--- src/rtl/nsdds_pkg.sv ---
package nsdds_pkg;

    // pi scaled by 2^28, used by the elaboration-time sine evaluator
    localparam longint PI_Q28 = 64'sd843314857;

    function automatic int binom(input int n, input int k);
        int r;
        r = 1;
        for (int i = 1; i <= k; i++) begin
            r = (r * (n - k + i)) / i;
        end
        return r;
    endfunction

    // feedback weight on the k-th delayed error for NTF (1 - z^-1)^order
    function automatic int ntf_coef(input int order, input int k);
        int c;
        c = binom(order, k);
        return ((k % 2) == 1) ? c : -c;
    endfunction

    // sum of feedback weights of one sign (pos=1 positive, pos=0 magnitude of negative)
    function automatic int ntf_weight_sum(input int order, input bit pos);
        int s;
        s = 0;
        for (int k = 1; k <= order; k++) begin
            if (pos && ntf_coef(order, k) > 0) s += ntf_coef(order, k);
            if (!pos && ntf_coef(order, k) < 0) s -= ntf_coef(order, k);
        end
        return s;
    endfunction

    // round(scale * sin(2*pi*q/depth)) for q in the first quarter, integer Taylor series
    function automatic int quarter_sine(input int q, input int depth, input int scale);
        longint x;
        longint term;
        longint acc;
        x    = (2 * PI_Q28 * longint'(q)) / longint'(depth);
        term = x;
        acc  = x;
        for (int n = 1; n <= 7; n++) begin
            term = (term * x) >>> 28;
            term = (term * x) >>> 28;
            term = -term / longint'((2 * n) * (2 * n + 1));
            acc  = acc + term;
        end
        return int'((acc * longint'(scale) + (64'sd1 <<< 27)) >>> 28);
    endfunction

    // full-period sine point built from quarter-wave symmetry
    function automatic int sine_point(input int idx, input int depth, input int scale);
        int quarter;
        int q;
        int mag;
        quarter = depth / 4;
        q       = idx % quarter;
        case (idx / quarter)
            0:       mag = quarter_sine(q, depth, scale);
            1:       mag = quarter_sine(quarter - q, depth, scale);
            2:       mag = -quarter_sine(q, depth, scale);
            default: mag = -quarter_sine(quarter - q, depth, scale);
        endcase
        return mag;
    endfunction

endpackage

--- src/rtl/nsdds_phase_acc.sv ---
module nsdds_phase_acc #(
    parameter int ACC_W = 16,
    parameter int PH_W  = 12
) (
    input  logic             clk,
    input  logic             rst,
    input  logic             en,
    input  logic [ACC_W-1:0] fcw,
    output logic [PH_W-1:0]  ph_out,
    output logic             ph_valid
);

    typedef struct packed {
        logic [ACC_W-1:0] acc;
        logic [PH_W-1:0]  ph;
        logic             vld;
    } acc_state_t;

    acc_state_t st_d, st_q;

    always_comb begin
        st_d     = st_q;
        st_d.vld = en;
        if (en) begin
            st_d.ph  = st_q.acc[ACC_W-1 -: PH_W];
            st_d.acc = st_q.acc + fcw;
        end
    end

    always_ff @(posedge clk) begin
        if (rst) st_q <= '0;
        else     st_q <= st_d;
    end

    assign ph_out   = st_q.ph;
    assign ph_valid = st_q.vld;

    AST_ACC_HOLD: assert property (@(posedge clk) disable iff (rst)
        !en |=> $stable(st_q.acc));

    AST_PH_STEADY: assert property (@(posedge clk) disable iff (rst)
        !en |=> $stable(ph_out));

endmodule

--- src/rtl/nsdds_shaper.sv ---
module nsdds_shaper
    import nsdds_pkg::*;
#(
    parameter int PH_W   = 12,
    parameter int ADDR_W = 8,
    parameter int ORDER  = 4
) (
    input  logic              clk,
    input  logic              rst,
    input  logic              vld_in,
    input  logic [PH_W-1:0]   ph_in,
    output logic [ADDR_W-1:0] addr_out,
    output logic              vld_out
);

    localparam int DROP      = PH_W - ADDR_W;
    localparam int EMAX      = (1 << DROP) - 1;
    localparam int FB_POS    = ntf_weight_sum(ORDER, 1'b1) * EMAX;
    localparam int FB_NEG    = ntf_weight_sum(ORDER, 1'b0) * EMAX;
    localparam int V_MAX     = (1 << PH_W) - 1 + FB_POS;
    localparam int V_MIN     = -FB_NEG;
    localparam int ERR_BOUND = (1 << (ORDER - 1)) * EMAX;

    typedef struct packed {
        logic [ORDER-1:0][DROP-1:0] err;
        logic [ADDR_W-1:0]          addr;
        logic                       vld;
    } shp_state_t;

    shp_state_t st_d, st_q;
    int         v_mon;
    int         perr_mon;

    always_comb begin
        int fb;
        int v;
        int y;
        fb = 0;
        for (int k = 1; k <= ORDER; k++) begin
            fb += ntf_coef(ORDER, k) * int'(st_q.err[k-1]);
        end
        v        = int'(ph_in) + fb;
        y        = v >>> DROP;
        v_mon    = v;
        perr_mon = y * (1 << DROP) - int'(ph_in);

        st_d     = st_q;
        st_d.vld = vld_in;
        if (vld_in) begin
            st_d.addr   = ADDR_W'(y);
            st_d.err[0] = DROP'(v);
            for (int k = 1; k < ORDER; k++) begin
                st_d.err[k] = st_q.err[k-1];
            end
        end
    end

    always_ff @(posedge clk) begin
        if (rst) st_q <= '0;
        else     st_q <= st_d;
    end

    assign addr_out = st_q.addr;
    assign vld_out  = st_q.vld;

    AST_NO_OVERFLOW: assert property (@(posedge clk) disable iff (rst)
        vld_in |-> (v_mon >= V_MIN && v_mon <= V_MAX));

    AST_ERR_BOUND: assert property (@(posedge clk) disable iff (rst)
        vld_in |-> (perr_mon >= -ERR_BOUND && perr_mon <= ERR_BOUND));

    AST_ERR_HOLD: assert property (@(posedge clk) disable iff (rst)
        !vld_in |=> $stable(st_q.err));

    AST_ZERO_IDLE: assert property (@(posedge clk) disable iff (rst)
        (vld_in && ph_in == '0 && st_q.err == '0) |=> (addr_out == '0));

endmodule

--- src/rtl/nsdds_sine_rom.sv ---
module nsdds_sine_rom
    import nsdds_pkg::*;
#(
    parameter int ADDR_W  = 8,
    parameter int AMP_W   = 12,
    parameter int AMP_MAX = 2047
) (
    input  logic                    clk,
    input  logic                    rst,
    input  logic                    vld_in,
    input  logic [ADDR_W-1:0]       addr_in,
    output logic signed [AMP_W-1:0] amp_out,
    output logic [ADDR_W-1:0]       addr_out,
    output logic                    vld_out
);

    localparam int DEPTH = 1 << ADDR_W;

    logic signed [AMP_W-1:0] tbl [DEPTH];

    for (genvar g = 0; g < DEPTH; g++) begin : g_entry
        assign tbl[g] = AMP_W'(sine_point(g, DEPTH, AMP_MAX));
    end

    typedef struct packed {
        logic signed [AMP_W-1:0] amp;
        logic [ADDR_W-1:0]       addr;
        logic                    vld;
    } rom_state_t;

    rom_state_t st_d, st_q;

    always_comb begin
        st_d     = st_q;
        st_d.vld = vld_in;
        if (vld_in) begin
            st_d.amp  = tbl[addr_in];
            st_d.addr = addr_in;
        end
    end

    always_ff @(posedge clk) begin
        if (rst) st_q <= '0;
        else     st_q <= st_d;
    end

    assign amp_out  = st_q.amp;
    assign addr_out = st_q.addr;
    assign vld_out  = st_q.vld;

    AST_AMP_RANGE: assert property (@(posedge clk) disable iff (rst)
        vld_out |-> (int'(amp_out) >= -AMP_MAX && int'(amp_out) <= AMP_MAX));

    AST_ZERO_ADDR: assert property (@(posedge clk) disable iff (rst)
        (vld_out && addr_out == '0) |-> (amp_out == '0));

endmodule

--- src/rtl/nsdds_core.sv ---
module nsdds_core #(
    parameter int ACC_W   = 16,
    parameter int PH_W    = 12,
    parameter int ADDR_W  = 8,
    parameter int AMP_W   = 12,
    parameter int AMP_MAX = 2047,
    parameter int ORDER   = 4
) (
    input  logic                    clk,
    input  logic                    rst,
    input  logic                    en,
    input  logic [ACC_W-1:0]        fcw,
    output logic signed [AMP_W-1:0] amp_out,
    output logic [ADDR_W-1:0]       phase_out,
    output logic                    amp_valid
);

    logic [PH_W-1:0]   ph_s1;
    logic              vld_s1;
    logic [ADDR_W-1:0] addr_s2;
    logic              vld_s2;

    nsdds_phase_acc #(
        .ACC_W (ACC_W),
        .PH_W  (PH_W)
    ) u_acc (
        .clk      (clk),
        .rst      (rst),
        .en       (en),
        .fcw      (fcw),
        .ph_out   (ph_s1),
        .ph_valid (vld_s1)
    );

    nsdds_shaper #(
        .PH_W   (PH_W),
        .ADDR_W (ADDR_W),
        .ORDER  (ORDER)
    ) u_shaper (
        .clk      (clk),
        .rst      (rst),
        .vld_in   (vld_s1),
        .ph_in    (ph_s1),
        .addr_out (addr_s2),
        .vld_out  (vld_s2)
    );

    nsdds_sine_rom #(
        .ADDR_W  (ADDR_W),
        .AMP_W   (AMP_W),
        .AMP_MAX (AMP_MAX)
    ) u_rom (
        .clk      (clk),
        .rst      (rst),
        .vld_in   (vld_s2),
        .addr_in  (addr_s2),
        .amp_out  (amp_out),
        .addr_out (phase_out),
        .vld_out  (amp_valid)
    );

    AST_VALID_CHAIN: assert property (@(posedge clk) disable iff (rst)
        vld_s2 |=> amp_valid);

    AST_VALID_GAP: assert property (@(posedge clk) disable iff (rst)
        !vld_s2 |=> !amp_valid);

    AST_ADDR_PASS: assert property (@(posedge clk) disable iff (rst)
        vld_s2 |=> (phase_out == $past(addr_s2)));

endmodule

--- config.mk ---
export PLATFORM = sky130hd
export DESIGN_NAME = nsdds_core
export DESIGN_NICKNAME = d
export VERILOG_FILES = /design/src/rtl/nsdds_pkg.sv /design/src/rtl/nsdds_phase_acc.sv /design/src/rtl/nsdds_shaper.sv /design/src/rtl/nsdds_sine_rom.sv /design/src/rtl/nsdds_core.sv
export SDC_FILE = /design/constraint.sdc
export NUM_CORES = 1
export LEC_CHECK = 0
export ABC_CLOCK_PERIOD_IN_PS = 4900
export BUFFER_PORTS_ARGS = -buffer_cell sky130_fd_sc_hd__buf_2
export CAP_MARGIN = 15
export CORE_AREA = 5 5 127 129
export DETAILED_ROUTE_END_ITERATION = 10
export DIE_AREA = 0 0 132 134
export PLACE_DENSITY_LB_ADDON = 0.2
export SETUP_SLACK_MARGIN = 0.05
export SYNTH_ARGS = -nofsm -noshare
export SYNTH_HDL_FRONTEND = slang
export SYNTH_SLANG_ARGS = --single-unit
--- constraint.sdc ---
create_clock -name clk -period 4.9 [get_ports clk]
set_input_delay 1.225 -clock clk [delete_from_list [all_inputs] [get_ports clk]]
set_output_delay 1.225 -clock clk [all_outputs]
set_load 0.005 [all_outputs]
==> flow_summary.yaml <==
sta:
  period_share_pct: 92.5
  setup_tns_ns: 0
  rsz0062_at_grt: "false"
  min_period_ns: 4.53
  fin_ws_ns: 0.366
  relSlewSlack_pct: 39.3
  drv_slew: 0
  setup_viol_count_final: 0
  fmax_mhz: 221
  skew_ns: 0.00602
  worstMarginPinSlew_ns: 0.910
  hold_violations: 0
floorplan:
  initial_core_util_pct: 53.1
  io_pins: 40
  die_w_um: 132
  coreArea_um2: 14900
  rows: 45
  die_h_um: 134
  dieArea_um2: 17700
global_route:
  overflow: 0
  track_usage_pct: 28.9
  grt_max_degree: 77
  grt_pass1_wl_um: 41400
  grt_pass1_vias: 7683
  antenna_found_initial: 0
logic_synthesis:
  synthTopCellsByArea: "dfxtp_1, ha_1, mux2i_1"
  seq_area_frac_synth_pct: 18.9
  syn_area_per_cell_um2: 7.54
  synth-seq-cells: 75
  syn_nets: 1148
  synth_common_cells: "nor2_1, a21oi_1, nand2_1"
  synth_cell_types: 81
  yosysMostFrequentCell: "nor2_1"
  async_flop_share_pct: 0
  synth_top_area_cell: "dfxtp_1"
  netlist_instances: 1052
  syn-cell-area_um2: 7930
  synth_edf_count: 0
  synth_warnings: 0
  synth_top_area_share_pct: 18.9
  yosys_most_used_dff: "dfxtp_1"
clock_tree:
  cts-root-buf: "clkbuf_16"
  cts_htree_levels: 3
  path_clk_slew_ns: 0.06
  clock-sinks: 75
  cts_tree: "done"
  numCtsBuffers: 9
  insertion_delay_ns: 0.35
  cts_max_path_buffers: 2
  hold_buffers: 0
hold_path:
  hold_path_class: "flop to flop"
status:
  outcome: "complete, no violations"
final_layout:
  final_nets: 1126
  syn_to_final_growth_pct: 5.74
  drive_above_1_share_pct: 9.76
  fill_cells: 1409
  final_area_um2: 8380
  antenna_cells: 0
placed_design:
  globalplace.congestion: 1.07
  post-place-ws_ns: 0.293
  placed_area_um2: 8040
  port_buffers: 39
  dp_hpwl_um: 18200
route:
  drcViolationCount: 0
  met2_length_um: 11900
  dr.pass1.iters: 8
  drt_iter0_markers: 1152
  dr_wl_met3_um: 2690
  avgRoutedWirePerCell_um: 21.7
  avgViaCountPerCell: 6.76
  ant_nets: 0
  vias: 8268
  met1Wirelength_um: 10200
  top_layer_used: "met4"
  wirelength_um: 26600
pwr:
  power.switching_w: 0.00244
  p_seq_share_pct: 19.0
  power.density_nw_per_um2: 565
  clkPwrFrac_pct: 16.0
  power_w: 0.00473
  static-leakage-power_nw: 3.38
  internal_power_w: 0.00230
  sw_frac_of_total_pct: 51.5
  irDropWorstVdd_v: 0.000313
  pwr-share-comb_pct: 65.0
critical_path:
  worstPathArrival_ns: 4.79
  worst_ep_required_time_ns: 5.16
  crit_type: "flop to flop"
  worstPathMaxFanout: 4
  endpoint_kind: "flop"
  start_kind: "flop"
flow_run:
  maxCapViolations: 0
## what timing repair did
item | 4_1_cts | 5_1_grt
resized for setup | 0 | 1
setup endpoints to repair | 0 | 1
setup buffers | 0 | 0
## cell usage in the layout (no fill, tap or decap), types with 25 or more instances in the layout
cell type | netlist | routed
nand2_1 | 76 | 76
nor2_1 | 112 | 112
inv_1 | 70 | 70
buf_2 | 38 | 39
dfxtp_1 | 75 | 71
o21ai_0 | 43 | 42
nor2b_1 | 31 | 31
nand2b_1 | 32 | 32
ha_1 | 62 | 62
a21oi_1 | 83 | 83
mux2i_1 | 45 | 45
a211oi_1 | 25 | 25
## power by group through the flow
| stage | Combinational, W | Sequential [W] | Clock, W |
|---|---|---|---|
| floorplan | 0.00236 | 0.000739 | 0 |
| global placement | 0.00291 | 0.000901 | 0 |
| detailed placement | 0.00290 | 0.000901 | 0 |
| CTS | 0.00292 | 0.000888 | 0.000774 |
| global route | 0.00327 | 0.000911 | 0.000798 |
| finish | 0.00308 | 0.000898 | 0.000758 |
## state kept, by name (all words and copies together) (netlist names)
register / flops
u_shaper.st_q: 16
u_shaper.addr_out: 8
u_rom.vld_out: 1
u_rom.addr_out: 8
u_acc.ph_out: 12
u_rom.amp_out: 12
u_acc.ph_valid: 1
u_acc.st_q: 16
u_shaper.vld_out: 1
## cell type report
class	instances	area [um2]	area share, %
Clock buffer	10	250	2.99
Multi-Input combinational cell	815	5690	67.9
Sequential cell	75	1510	18.0
Tap cell	188	235	2.81
Timing Repair Buffer	57	330	3.94
Clock inverter	6	91.3	1.09
Inverter	72	270	3.22
## logic make-up (layout without fill, tap and decap cells)
group,Yosys count,in the layout,synth area share (%)
AND/OR/NAND/NOR,347,347,21.1
AO/OA/AOI/OAI,327,327,28.5
buffers and inverters,162,145,9.23
adder cells (fa/ha/maj),77,77,13.6
flip-flops,75,75,18.9
multiplexers,51,51,7.24
XOR/XNOR,13,13,1.44
## worst max-delay path, stage by stage, from the launching register on
cell	delay (ns)
dfxtp_1	0.39
inv_1	0.06
ha_1	0.29
ha_1	0.28
ha_1	0.23
fa_1	0.48
inv_1	0.04
ha_1	0.26
inv_1	0.05
fa_1	0.50
inv_1	0.05
fa_1	0.49
inv_1	0.04
ha_1	0.32
nor2b_1	0.14
o21ai_1	0.13
a21oi_1	0.12
o21ba_2	0.23
xnor2_1	0.12
a211oi_1	0.22
## final timing paths
| check | from | endpoint | slack (ns) | cells after the start |
|---|---|---|---|---|
| max reg2reg | u_shaper.st_q[14]$_SDFFE_PP0P_ | u_shaper.addr_out[7]$_SDFFE_PP0P_ | 0.37 | 19 |
| max | u_shaper.st_q[14]$_SDFFE_PP0P_ | u_shaper.addr_out[7]$_SDFFE_PP0P_ | 0.37 | 19 |
| min | u_rom.addr_out[7]$_SDFFE_PP0P_ | u_rom.addr_out[7]$_SDFFE_PP0P_ | 0.45 | 2 |
| min reg2reg | u_rom.addr_out[7]$_SDFFE_PP0P_ | u_rom.addr_out[7]$_SDFFE_PP0P_ | 0.45 | 2 |
## stage by stage
step           instances  util (%)  hold slack [ns]
4_1_cts             1223      56.2            0.455
3_5_place_dp        1207      53.9            0.445
6_report            1223      56.2            0.452
5_1_grt             1223      56.2            0.477
2_1_floorplan       1052         -            0.450
3_3_place_gp        1207      53.9            0.438
## per-layer routing
metal	GRT usage, %	vias up
met1	35.4	3813
met5	0	-
li1	-	3775
met2	46.0	529
met4	17.7	0
met3	6.86	151
No activity file was read; power rests on OpenSTA's default activity.
